<file path="config.mk">
export PLATFORM = sky130hd
export DESIGN_NAME = can_txq_arbiter
export DESIGN_NICKNAME = d
export VERILOG_FILES = /design/src/rtl/can_txq_pkg.sv /design/src/rtl/can_txq_req_flags.sv /design/src/rtl/can_txq_select.sv /design/src/rtl/can_txq_grant_ctrl.sv /design/src/rtl/can_txq_arbiter.sv
export SDC_FILE = /design/constraint.sdc
export NUM_CORES = 1
export LEC_CHECK = 0
export BUFFER_PORTS_ARGS = -buffer_cell sky130_fd_sc_hd__buf_2
export CORE_MARGIN = 4
export CORE_UTILIZATION = 25
export CTS_BUF_LIST = sky130_fd_sc_hd__clkbuf_2 sky130_fd_sc_hd__clkbuf_4 sky130_fd_sc_hd__clkbuf_8
export CTS_CLUSTER_SIZE = 14
export DETAILED_ROUTE_END_ITERATION = 8
export PLACE_DENSITY_LB_ADDON = 0.1
export SLEW_MARGIN = 25
export SYNTH_ARGS = -nofsm -noshare
export SYNTH_HDL_FRONTEND = slang
export SYNTH_SLANG_ARGS = --single-unit
</file>
<file path="constraint.sdc">
create_clock -name clk -period 4.6 [get_ports clk]
set_clock_uncertainty 0.1 [all_clocks]
set_input_delay 0.23 -clock clk [delete_from_list [all_inputs] [get_ports clk]]
set_output_delay 0.23 -clock clk [all_outputs]
set_load 0.1 [all_outputs]
</file>
<file path="src/rtl/can_txq_pkg.sv">
// Package: shared types for the transmit slot arbiter.
// Assumes: nothing beyond the standard language.
package can_txq_pkg;

    // Grant controller state: waiting for a start-of-frame sample, or holding a grant.
    typedef enum logic {
        TXQ_IDLE = 1'b0,
        TXQ_BUSY = 1'b1
    } txq_state_e;

endpackage

</file>
<file path="src/rtl/can_txq_req_flags.sv">
// Module: bank of per-slot pending flags.
// What it does: a set pulse raises a flag, a clear pulse lowers it, and set wins when both arrive together.
// Assumes: at most one clear bit is active per cycle (it comes from a one-hot decode).
module can_txq_req_flags #(
    parameter int NUM_BUF = 3
) (
    input  logic               clk,
    input  logic               rst_n,
    input  logic [NUM_BUF-1:0] set_vec,
    input  logic [NUM_BUF-1:0] clr_vec,
    output logic [NUM_BUF-1:0] flags
);

    for (genvar i = 0; i < NUM_BUF; i++) begin : g_flag
        // Purpose: hold one slot's pending flag; set has precedence over clear.
        always_ff @(posedge clk) begin
            if (!rst_n)
                flags[i] <= 1'b0;
            else if (set_vec[i])
                flags[i] <= 1'b1;
            else if (clr_vec[i])
                flags[i] <= 1'b0;
        end

        // A set pulse is visible in the next cycle.
        assert_set_visible_R2: assert property (@(posedge clk) disable iff (!rst_n)
            set_vec[i] |=> flags[i]);

        // A clear without a set retires the flag.
        assert_clear_retires_R7: assert property (@(posedge clk) disable iff (!rst_n)
            (clr_vec[i] && !set_vec[i]) |=> !flags[i]);

        // With no set and no clear the flag holds.
        assert_flag_holds_R10: assert property (@(posedge clk) disable iff (!rst_n)
            (!clr_vec[i] && !set_vec[i]) |=> $stable(flags[i]));
    end

endmodule

</file>
<file path="src/rtl/can_txq_select.sv">
// Module: combinational winner search over the pending slots.
// What it does: finds the pending slot with the largest priority; on a tie the higher index wins.
// Assumes: priorities are packed PRIO_W bits per slot, slot 0 in the low bits. clk and rst_n feed the checks only.
module can_txq_select #(
    parameter int NUM_BUF = 3,
    parameter int PRIO_W  = 2,
    localparam int IDX_W  = (NUM_BUF > 1) ? $clog2(NUM_BUF) : 1
) (
    input  logic                      clk,
    input  logic                      rst_n,
    input  logic [NUM_BUF-1:0]        req,
    input  logic [NUM_BUF*PRIO_W-1:0] prio_flat,
    output logic                      sel_any,
    output logic [IDX_W-1:0]          sel_idx
);

    logic [PRIO_W-1:0] best_prio;

    // Purpose: scan upwards; ">=" lets a later, equal-priority slot take over.
    always_comb begin
        sel_any   = 1'b0;
        sel_idx   = '0;
        best_prio = '0;
        for (int i = 0; i < NUM_BUF; i++) begin
            if (req[i] && (!sel_any || prio_flat[i*PRIO_W +: PRIO_W] >= best_prio)) begin
                sel_any   = 1'b1;
                sel_idx   = IDX_W'(i);
                best_prio = prio_flat[i*PRIO_W +: PRIO_W];
            end
        end
    end

    // The chosen slot must be pending.
    assert_pick_pending_R3: assert property (@(posedge clk) disable iff (!rst_n)
        sel_any |-> req[sel_idx]);

    for (genvar j = 0; j < NUM_BUF; j++) begin : g_chk
        // No pending slot beats the winner.
        assert_no_better_R3: assert property (@(posedge clk) disable iff (!rst_n)
            (sel_any && req[j]) |-> (prio_flat[j*PRIO_W +: PRIO_W] <= best_prio));
        // A higher-indexed pending slot never ties the winner.
        assert_tie_high_R4: assert property (@(posedge clk) disable iff (!rst_n)
            (sel_any && req[j] && (IDX_W'(j) > sel_idx)) |->
            (prio_flat[j*PRIO_W +: PRIO_W] < best_prio));
    end

endmodule

</file>
<file path="src/rtl/can_txq_grant_ctrl.sv">
// Module: grant latch and frame-end handling.
// What it does: samples the winner at the start-of-frame point, freezes it until a frame-end pulse,
//   and on completion raises a one-hot clear for the granted slot.
// Assumes: frame_done and arb_lost are pulses that arrive only while a grant is held. Pulses while idle are ignored.
module can_txq_grant_ctrl
    import can_txq_pkg::*;
#(
    parameter int NUM_BUF = 3,
    localparam int IDX_W  = (NUM_BUF > 1) ? $clog2(NUM_BUF) : 1
) (
    input  logic               clk,
    input  logic               rst_n,
    input  logic               any_req,
    input  logic [IDX_W-1:0]   sel_idx,
    input  logic               sof_ready,
    input  logic               frame_done,
    input  logic               arb_lost,
    output logic               grant_valid,
    output logic [IDX_W-1:0]   grant_idx,
    output logic [NUM_BUF-1:0] clr_vec
);

    txq_state_e state_q;

    // Purpose: move between idle and busy, latching the winner on entry to busy.
    always_ff @(posedge clk) begin
        if (!rst_n) begin
            state_q   <= TXQ_IDLE;
            grant_idx <= '0;
        end else begin
            unique case (state_q)
                TXQ_IDLE: if (sof_ready && any_req) begin
                    state_q   <= TXQ_BUSY;
                    grant_idx <= sel_idx;
                end
                TXQ_BUSY: if (frame_done || arb_lost)
                    state_q <= TXQ_IDLE;
                default: state_q <= TXQ_IDLE;
            endcase
        end
    end

    // Purpose: the grant is presented for exactly the busy interval.
    always_comb grant_valid = (state_q == TXQ_BUSY);

    for (genvar i = 0; i < NUM_BUF; i++) begin : g_clr
        // Purpose: completion retires only the granted slot (it wins over arb_lost, R11).
        always_comb clr_vec[i] = grant_valid && frame_done && (grant_idx == IDX_W'(i));
    end

    // The grant is frozen until a frame-end pulse.
    assert_grant_frozen_R6: assert property (@(posedge clk) disable iff (!rst_n)
        (grant_valid && !frame_done && !arb_lost) |=> (grant_valid && $stable(grant_idx)));

    // Without a pending flag, the start-of-frame sample grants nothing.
    assert_no_idle_grant_R5: assert property (@(posedge clk) disable iff (!rst_n)
        (!grant_valid && !any_req) |=> !grant_valid);

    // Either end pulse releases the grant.
    assert_end_releases_R7: assert property (@(posedge clk) disable iff (!rst_n)
        (grant_valid && (frame_done || arb_lost)) |=> !grant_valid);

endmodule

</file>
<file path="src/rtl/can_txq_arbiter.sv">
// Module: top of the transmit slot arbiter.
// What it does: ties the pending-flag bank, the winner search and the grant controller together.
// Assumes: the priority inputs are quasi-static configuration. They are sampled only at the start-of-frame point.
module can_txq_arbiter #(
    parameter int NUM_BUF = 3,
    parameter int PRIO_W  = 2,
    localparam int IDX_W  = (NUM_BUF > 1) ? $clog2(NUM_BUF) : 1
) (
    input  logic                      clk,
    input  logic                      rst_n,
    input  logic [NUM_BUF-1:0]        req_set,
    input  logic [NUM_BUF*PRIO_W-1:0] prio_flat,
    input  logic                      sof_ready,
    input  logic                      frame_done,
    input  logic                      arb_lost,
    output logic                      grant_valid,
    output logic [IDX_W-1:0]          grant_idx,
    output logic [NUM_BUF-1:0]        req_pending
);

    logic               any_req;
    logic [IDX_W-1:0]   sel_idx;
    logic [NUM_BUF-1:0] clr_vec;

    can_txq_req_flags #(.NUM_BUF(NUM_BUF)) flags_i (
        .clk     (clk),
        .rst_n   (rst_n),
        .set_vec (req_set),
        .clr_vec (clr_vec),
        .flags   (req_pending)
    );

    can_txq_select #(.NUM_BUF(NUM_BUF), .PRIO_W(PRIO_W)) select_i (
        .clk       (clk),
        .rst_n     (rst_n),
        .req       (req_pending),
        .prio_flat (prio_flat),
        .sel_any   (any_req),
        .sel_idx   (sel_idx)
    );

    can_txq_grant_ctrl #(.NUM_BUF(NUM_BUF)) ctrl_i (
        .clk         (clk),
        .rst_n       (rst_n),
        .any_req     (any_req),
        .sel_idx     (sel_idx),
        .sof_ready   (sof_ready),
        .frame_done  (frame_done),
        .arb_lost    (arb_lost),
        .grant_valid (grant_valid),
        .grant_idx   (grant_idx),
        .clr_vec     (clr_vec)
    );

    // A held grant always points at a pending slot.
    assert_grant_pending_R3: assert property (@(posedge clk) disable iff (!rst_n)
        grant_valid |-> req_pending[grant_idx]);

    // Losing arbitration keeps the slot queued.
    assert_lost_requeues_R8: assert property (@(posedge clk) disable iff (!rst_n)
        (grant_valid && arb_lost && !frame_done) |=> req_pending[$past(grant_idx)]);

endmodule

</file>
# ---- Yosys cells after proc, flatten, opt, wreduce, memory -nomap -nowiden
# Index checks and enable logic that the tools add are counted.
# W data, S select, Z words.
dict set report classes {
  n_eq_ne 2
  n_reduce_logical 17
  n_lt_le_gt_ge 2
  bitwise_logic 1
  mux 16
}
# operator count
set op_table {}
lappend op_table {{$mux W1} 12}
lappend op_table {{$logic_and A1 B1 Y1} 7}
lappend op_table {{$mux W2} 3}
lappend op_table {{$reduce_bool A2 Y1} 3}
lappend op_table {{$ge A2 B2 Y1} 2}
lappend op_table {{$logic_or A1 B1 Y1} 3}
lappend op_table {{$eq A2 B1 Y1 const B} 1}
lappend op_table {{$eq A2 B2 Y1 const B} 1}
lappend op_table {{$logic_not A1 Y1} 2}
lappend op_table {{$logic_not A2 Y1} 1}
lappend op_table {{$pmux W1 S2} 1}
lappend op_table {{$reduce_and A2 Y1} 1}
lappend op_table {{$not A1 Y1} 1}
dict set report totals {
  out_inout_bits 6
  register_bits 6
  wordCells 43
  input_bits 14
}

# ---- Longest topological paths before layout
# Gate-level depths: netlist of the first run.
dict set report logic_depth {
  depth_word 12
  mapped_depth 10
  mapped_depth_nobuf 10
}

# ---- Hierarchy
# From an unflattened synthesis of the first run, not the netlist that was laid out.
dict set report hier_totals {
  cells_unflattened 46
  area_unflattened_um2 435.4
}
# mod cells_each area_each_um2 n_inst seq_area_each_um2
set by_module_without_submodules {}
lappend by_module_without_submodules {can_txq_select 21 167.7 1 0.0}
lappend by_module_without_submodules {can_txq_grant_ctrl 16 143.9 1 60.1}
lappend by_module_without_submodules {can_txq_req_flags 9 123.9 1 60.1}

# ---- Least setup slack after synthesis of the first run
# Ideal clock, no wire load.
dict set report synth_timing {
  kind {register -> register}
  from {register flags_i.flags[0]}
  to {register ctrl_i.grant_idx[1]}
  required_time_ns 4.373
  t_arrival_ns 2.928
  synth_period_minus_slack_ns 3.155
  path_buffers 0
  path_stages_with_launch 11
  slack_ns 1.445
  setup_time_ns 0.127
  cell_sequence {dfxtp_1 -> nand2_1 -> ha_1 -> nand2_1 -> o2bb2ai_2 -> mux2_2 -> ha_1 -> nand2b_1 -> a211o_1 -> nand3_1 -> a21boi_0}
}
dict set report synth_via {
  elab_chain_cells 11
  elab_cells_between_ends 16
  cone_classes {order compare: 2; mux: 6; reduce/logical: 8}
}
# item line
set synth_lines {}
lappend synth_lines {{start: declaration} can_txq_req_flags.sv:11} ;# output logic [NUM_BUF-1:0] flags
lappend synth_lines {{start signal: indexed assignment} can_txq_req_flags.sv:18} ;# flags[i] <= 1'b0;
lappend synth_lines {{start signal: indexed assignment} can_txq_req_flags.sv:20} ;# flags[i] <= 1'b1;
lappend synth_lines {{start signal: indexed assignment} can_txq_req_flags.sv:22} ;# flags[i] <= 1'b0;
lappend synth_lines {{$mux W2 / $mux W1 (equally long branches)} can_txq_select.sv:25} ;# if (req[i] && (!sel_any || prio_flat[i*PRIO_W +: PRIO_W] >= best_prio)) begin
lappend synth_lines {{$ge A2 B2 Y1 / $logic_not A1 Y1 (equally long branches)} can_txq_select.sv:25}
lappend synth_lines {{$logic_or A1 B1 Y1} can_txq_select.sv:25}
lappend synth_lines {{$logic_and A1 B1 Y1} can_txq_select.sv:25}
lappend synth_lines {{$mux W2 / $mux W1 (equally long branches)} can_txq_select.sv:25}
lappend synth_lines {{$ge A2 B2 Y1 / $logic_not A1 Y1 (equally long branches)} can_txq_select.sv:25}
lappend synth_lines {{$logic_or A1 B1 Y1} can_txq_select.sv:25}
lappend synth_lines {{$logic_and A1 B1 Y1} can_txq_select.sv:25}
lappend synth_lines {{$mux W1} can_txq_select.sv:25}
lappend synth_lines {{$logic_and A1 B1 Y1} can_txq_grant_ctrl.sv:32} ;# TXQ_IDLE: if (sof_ready && any_req) begin
lappend synth_lines {{$reduce_and A2 Y1 (no source line)} n/a}
lappend synth_lines {{end signal: assignment} can_txq_grant_ctrl.sv:34} ;# grant_idx <= sel_idx;
lappend synth_lines {{end: declaration} can_txq_grant_ctrl.sv:19} ;# output logic [IDX_W-1:0] grant_idx,
# Several ways; a longest one is shown, not always the timed one.
# A chain may end at the register's enable or synchronous reset.

# ---- Worst setup path after layout of the first run
dict set report layout_timing {
  from {register flags_i.flags[0]}
  to {register ctrl_i.grant_idx[0]}
}
# Same word-level chain as after synthesis.

==> results.md, run 1 <==
- TNS Setup: 0 ns
- Met1 usage: between 10 and 15%
- Total die area: approximately 0.0022 mm2
- Die Y-Extent: 47.0 um
- Area grow syn2layout: 35.9%
- WHS: 0.0961 ns
- Avg Inst Size Synth: about 9.1 um2
- Synthesized area: 380 um2
- Largest net degree at the start of global routing: 8
- Number of synthesized register bits: 6
- Final antenna-violating net count: 0
- First-pass GRT wire length: 1410 um
- Worst-path fanout max: 7
- Antenna cells: 0
- Clock root cell: clkbuf_4
- Crit path capture type: flip-flop
- Total grt overflow: 0
- Peak VDD IR: ~0.00017 V
- Pre-antenna DRT Iters: 4
- Met3 usage in global routing: 6.90%
- Initial antenna violation count: 0
- DRC errors left: 0
- FF-to-FF Start: flags_i.flags[0]
- Crit path from: flags_i.flags[0]
- Crit start category: flip-flop
- CTS tree: built
- Top cells by count, synth: dfxtp_1 (6), ha_1 (4), nand2_1 (4)
- Outcome: finished, final reports clean
- Final Non-Filler Cells: 79
- Reg area: 120 um2
- Core Util, Final: 37.8%
- Core area: roughly 0.0014 mm2
- PD cells: roughly 320 mW/mm2
- Synthesized net count: 60
- PortBufs: 19
- Slew headroom: roughly 68%
- Max-slew violation count: 0
- Starting density of the core: between 20 and 30%
- Synth top area cells: dfxtp_1 (32%), ha_1 (13%), a21boi_0 (5.9%)
- Multi-input gate area: about 250 um2
- Total Routing Usage GR: a little under a tenth
- Number of max-cap violations: 0
- Fmax: slightly below 400 MHz
- Post-CTS Resized: 0
- HP Class: input port to flip-flop
- Final net count: 84
- Synth Instances: between 40 and 50
- Cell Area, Placed: between 400 and 500 um2
- Cell Rows: 13
- Met2 global-route usage: about 14%
- Hold-fix buffers, CTS: 0
- Number of synthesized flops with an enable pin: 0
- Placed instance count: 76
- Critical Path AT: between 2 and 3 ns
- Unique masters post-synth: 21
- Post-DP HPWL: roughly 760 um
- Top FF cell, synth: dfxtp_1
- Sequential element share of the synthesized area: 31.6%
- Drt wl/cell: 11.4 um
- Final Hold Fails: 0
- H-tree depth: 1
- Clock slew seen by the registers of the worst setup and hold paths: around 0.050 ns
- Total CTS buffers: 3
- Worst-margin pin slew: about 0.49 ns
- Data required, critical path: 4.68 ns
- CTS sink cnt: 6
- Leakage dissipation: 0.254 nW
- Total wire length: between 800 and 900 um
- Post-synth ARST share: 0%
- Share of cells above drive strength 1: approximately two fifths
- Drt via density: approximately 4.8
- Final worst-path cycle share: a little over half
- Post-CTS setup buffers: 0
- Via count: 378
- Worst hold start: req_set[0]
- Synth Warn #: 0
- Largest area contributor in the netlist: dfxtp_1
- # fillers: 153
- Top-count cell post-synth: dfxtp_1
- Top cell type's share of synthesized area: a little under a third
- Top Ports: 20
- Unrepaired setup endpoints after global routing: no
- Layer with the highest usage: met2
- Die Width: ~47 um
- Final GP Congestion: ~0.7
- Clock Path Buffers: 2
- First DRT Iteration DRCs: 10
- Vias in the first global route: approximately 360
- Final setup viols: 0
- Layout Cell Area excl Fill: a little over 500 um2
- WS Path Type: flip-flop to flip-flop
- Min Tclk post-route: 2.52 ns
- Worst skew pair latency: ~0.24 ns
[worst max-delay path, cell delays in order (launching register included)]
cell and delay [ns]:
dfxtp_1 0.35, and2_2 0.19, ha_1 0.27, nor2b_1 0.05
o2bb2ai_2 0.20, mux2_2 0.36, ha_1 0.26, nand2b_1 0.14
a211o_1 0.30, nand3_1 0.09, and3_1 0.16
[sequential cells by signal (all words and copies together) (netlist names)]
name / count
ctrl_i.grant_valid: 1
ctrl_i.grant_idx: 2
flags_i.flags: 3
[per-stage QoR]
| step | total power (W) | setup slack [ns] |
|---|---|---|
| 3_5_place_dp | 0.000119 | 2.04 |
| 5_1_grt | 0.000178 | 1.91 |
| 6_report | 0.000166 | 2.08 |
| 2_1_floorplan | 0.000105 | 1.44 |
| 3_3_place_gp | 0.000120 | 2.07 |
| 4_1_cts | 0.000171 | 2.04 |
[logic make-up (layout without fill, tap and decap cells)]
kind of cell | after synthesis | after routing | share of synthesized area [%]
compound gates | 12 | 12 | 25.7
fa+ha+maj | 4 | 4 | 13.2
buf+inv | 2 | 24 | 1.97
flops | 6 | 6 | 31.6
mux | 1 | 1 | 2.96
simple gates | 17 | 17 | 24.7
[final cells by class]
type / count / share of cell area (%)
Sequential cell: 6 / 23.2
Clock buffer: 3 / 4.36
Multi-Input combinational cell: 34 / 48.9
Inverter: 2 / 1.45
Tap cell: 15 / 3.63
Timing Repair Buffer: 19 / 18.4
[worst paths after layout]
kind / depth (start not counted) / to / slack [ns]
max: 10 / ctrl_i.grant_idx[0] / 2.08
min: 2 / flags_i.flags[0] / 0.1
max reg2reg: 10 / ctrl_i.grant_idx[0] / 2.08
min reg2reg: 2 / ctrl_i.grant_idx[1] / 0.42
[power breakdown]
part           leakage (nW)  switching [W]  total [W]  internal (W)
Sequential           0.0498     0.00000481  0.0000608     0.0000560
Clock                0.0138      0.0000187  0.0000482     0.0000295
Combinational         0.191      0.0000394  0.0000569     0.0000176
Total                 0.254      0.0000629   0.000166      0.000103
[cell usage in the layout, fill, tap and decap left out, types with 2 or more instances in the layout]
master / n
o21a_1: 2
dfxtp_1: 6
a21oi_1: 2
inv_1: 2
ha_1: 4
clkbuf_4: 3
buf_2: 19
nand2_1: 4
nor2_1: 3
nand2b_1: 2
a21boi_0: 3
nor2b_1: 3
[layer usage]
metal  wire (um)  share of wire [%]  vias up
li1            -                  -      197
met1         453                 51      167
met2         365                 41       14
met3          77                8.6        0
met4           0                  0        0
met5           0                  0        -
(Power assumes the default switching activity.)
==> run 2: changes to the inputs <==
- clock period: 4.6 -> 2.4 ns (I/O delays scaled with it)
==> run 2 against run 1 <==
Compared with the run above:
- cell count is 7.6% higher
- total power is 120% higher
- count of clock-buffer cells in the layout is 1 higher
- clock power is 140% higher
- global-route usage is 1.0 points higher
- sequential share of layout area is 4.3 points lower
- first-iteration DRC count is 10% lower
- sequential cell count stayed put
- combinational power is 140% higher
- cell area is 28% higher
==> results.md, run 2 (synthesis gave the netlist of run 1 again) <==
- Min Tclk post-route: between 2 and 2.5 ns
- Layout Cell Area excl Fill: ~660 um2
- Worst-margin pin slew: 0.486 ns
- Power share of the sequential group: 31.9%
- Total wire length: 962 um
- Area grow syn2layout: 73.4%
- Peak VDD IR: roughly 0.0003 V
- Most frequent cells in the layout: buf_2 (19), clkbuf_4 (4), dfxtp_1 (4)
- CTS tree: built
- Total Routing Usage GR: 10.4%
- Unrepaired setup endpoints after global routing: no
- Hold depth: 2
- Worst-path fanout max: 7
- Met3 wire len: between 70 and 80 um
- Worst skew pair latency: 0.25 ns
- Top Ports: 20
- Number of max-cap violations: 0
- Post-Route M1 WL: 425 um
- Final setup viols: 0
- Top sig layer: met3
- Sw Pwr: between 0.0001 and 0.00015 W
- Initial antenna violation count: 0
- H-tree depth: 1
- Final worst-path cycle share: a little over nine tenths
- Final net count: just under 90
- Final worst slack: 0.0903 ns
- WS Path Type: flip-flop to flip-flop
- Drt via density: just under 5
- Max FFs per register: 3
- DP Worst Slack: between 0.07 and 0.08 ns
- Post-DP HPWL: around 790 um
- Power share of the combinational group: ~37%
- Cell Chain, Critical Path: and2_4, ha_4, nor2b_4, o2bb2ai_4, mux2_4, ha_4, nand2b_4, a211o_1, nand3_2, and3_1
- Max-slew violation count: 0
- Total grt overflow: 0
- Placed instance count: 76
- Biggest register: flags_i.flags
- CP Buf/Inv Count: 0
- Die Width: 47.0 um
- Final Non-Filler Cells: between 80 and 90
- Antenna cells: 0
- Crit-path max cell delay: roughly 0.37 ns
- First DRT Iteration DRCs: 9
- Hold Crit Endpoint: flags_i.flags[0]
- Critical-path top delay cell: dfxtp_4
- Vias in the first global route: 361
- Internal power: 0.000235 W
- Clock root cell: clkbuf_4
- Slew headroom: roughly two thirds
- Final antenna-violating net count: 0
- First-pass GRT wire length: roughly 1600 um
- Via count: roughly 410
- Pre-antenna DRT Iters: 3
- Leakage dissipation: approximately 0.31 nW
- Cell Rows: 13
- # fillers: ~150
- FF-to-FF Start: flags_i.flags[0]
- WHS: 0.0428 ns
- Final Hold Fails: 0
- Clock slew seen by the registers of the worst setup and hold paths: around 0.05 ns
- Reg2Reg Depth: 10
- Worst hold start: rst_n
- R2R Setup Slk: between 0.09 and 0.1 ns
- Outcome: finished, final reports clean
- CTS sink cnt: 6
- DRC errors left: 0
- Fmax: 433 MHz
- Crit-path most repeated cell: ha_4
- Sw Share: between 30% and 40%
- DR WL met2: approximately 460 um
- Clock Path Buffers: 2
- Core area: roughly 0.0014 mm2
- Die Y-Extent: between 40 and 50 um
- Critical Path AT: between 2 and 2.5 ns
- Crit start category: flip-flop
- Total die area: 0.00221 mm2
- Crit path capture type: flip-flop
- Clk pwr share: a little under a third
- Commonest non-fill, non-tap cell in the layout: buf_2
- Share of cells above drive strength 1: a little under three fifths
- Tot Pwr: 0.000371 W
- Family with the most delay on the worst path: simple AND/OR/NAND/NOR gates
- Largest net degree at the start of global routing: 8
- Drt wl/cell: around 11 um
- Worst reg2reg endpoint: ctrl_i.grant_idx[0]
- PD cells: between 500 and 600 mW/mm2
- Data required, critical path: roughly 2.5 ns
- HP Class: input port to flip-flop
- PortBufs: 19
- Final GP Congestion: about 0.65
- Total CTS buffers: 3
- Starting density of the core: between 20% and 30%
- Cell Area, Placed: 579 um2
-- run 2: worst max-delay path by stage --
| stage | startpoint | to | slack, ns | cells past startpoint |
|---|---|---|---|---|
| after floorplan | flags_i.flags[0] | ctrl_i.grant_idx[0] | -0.04 | 10 |
| after global placement | flags_i.flags[0] | ctrl_i.grant_idx[0] | 0.08 | 10 |
| final | flags_i.flags[0] | ctrl_i.grant_idx[0] | 0.09 | 10 |
| after global routing | flags_i.flags[0] | ctrl_i.grant_idx[0] | 0.01 | 10 |
| after detailed placement | flags_i.flags[0] | ctrl_i.grant_idx[0] | 0.08 | 10 |
| after CTS | flags_i.flags[0] | ctrl_i.grant_idx[0] | 0.06 | 10 |
-- run 2: through the flow --
stage               utilization, %  setup TNS (ns)
detailed placement            42.4               0
global route                  48.3               0
global placement              42.4               0
floorplan                        -         -0.0557
CTS                           46.8               0
finish                        48.3               0
-- run 2: layout make-up --
cell class | instances | area, um2 | share of cell area [%]
Inverter | 2 | 7.51 | 1.14
Timing Repair Buffer | 24 | 140 | 21.3
Multi-Input combinational cell | 34 | 338 | 51.2
Clock buffer | 4 | 30.0 | 4.55
Sequential cell | 6 | 125 | 19.0
Tap cell | 15 | 18.8 | 2.85
-- run 2: power by group through the flow --
stage,registers (W),clock network (W),logic (W)
3_5_place_dp,0.000121,0,0.000130
2_1_floorplan,0.000170,0,0.0000516
6_report,0.000118,0.000114,0.000138
5_1_grt,0.000120,0.000127,0.000148
3_3_place_gp,0.000120,0,0.000129
4_1_cts,0.000119,0.000120,0.000134
-- run 2: repair_timing --
item | in CTS | in global routing
gates resized for setup | 0 | 1
setup buffers | 0 | 2
endpoints found under the setup margin | 0 | 2
endpoints found under the hold margin | 3 | 0
hold buffers | 3 | 0
-- run 2: per-layer routing --
layer | up-vias | global-route usage, %
met5 | - | 0
met4 | 0 | 3.31
met3 | 0 | 5.75
met2 | 15 | 15.4
met1 | 189 | 12.8
li1 | 207 | -
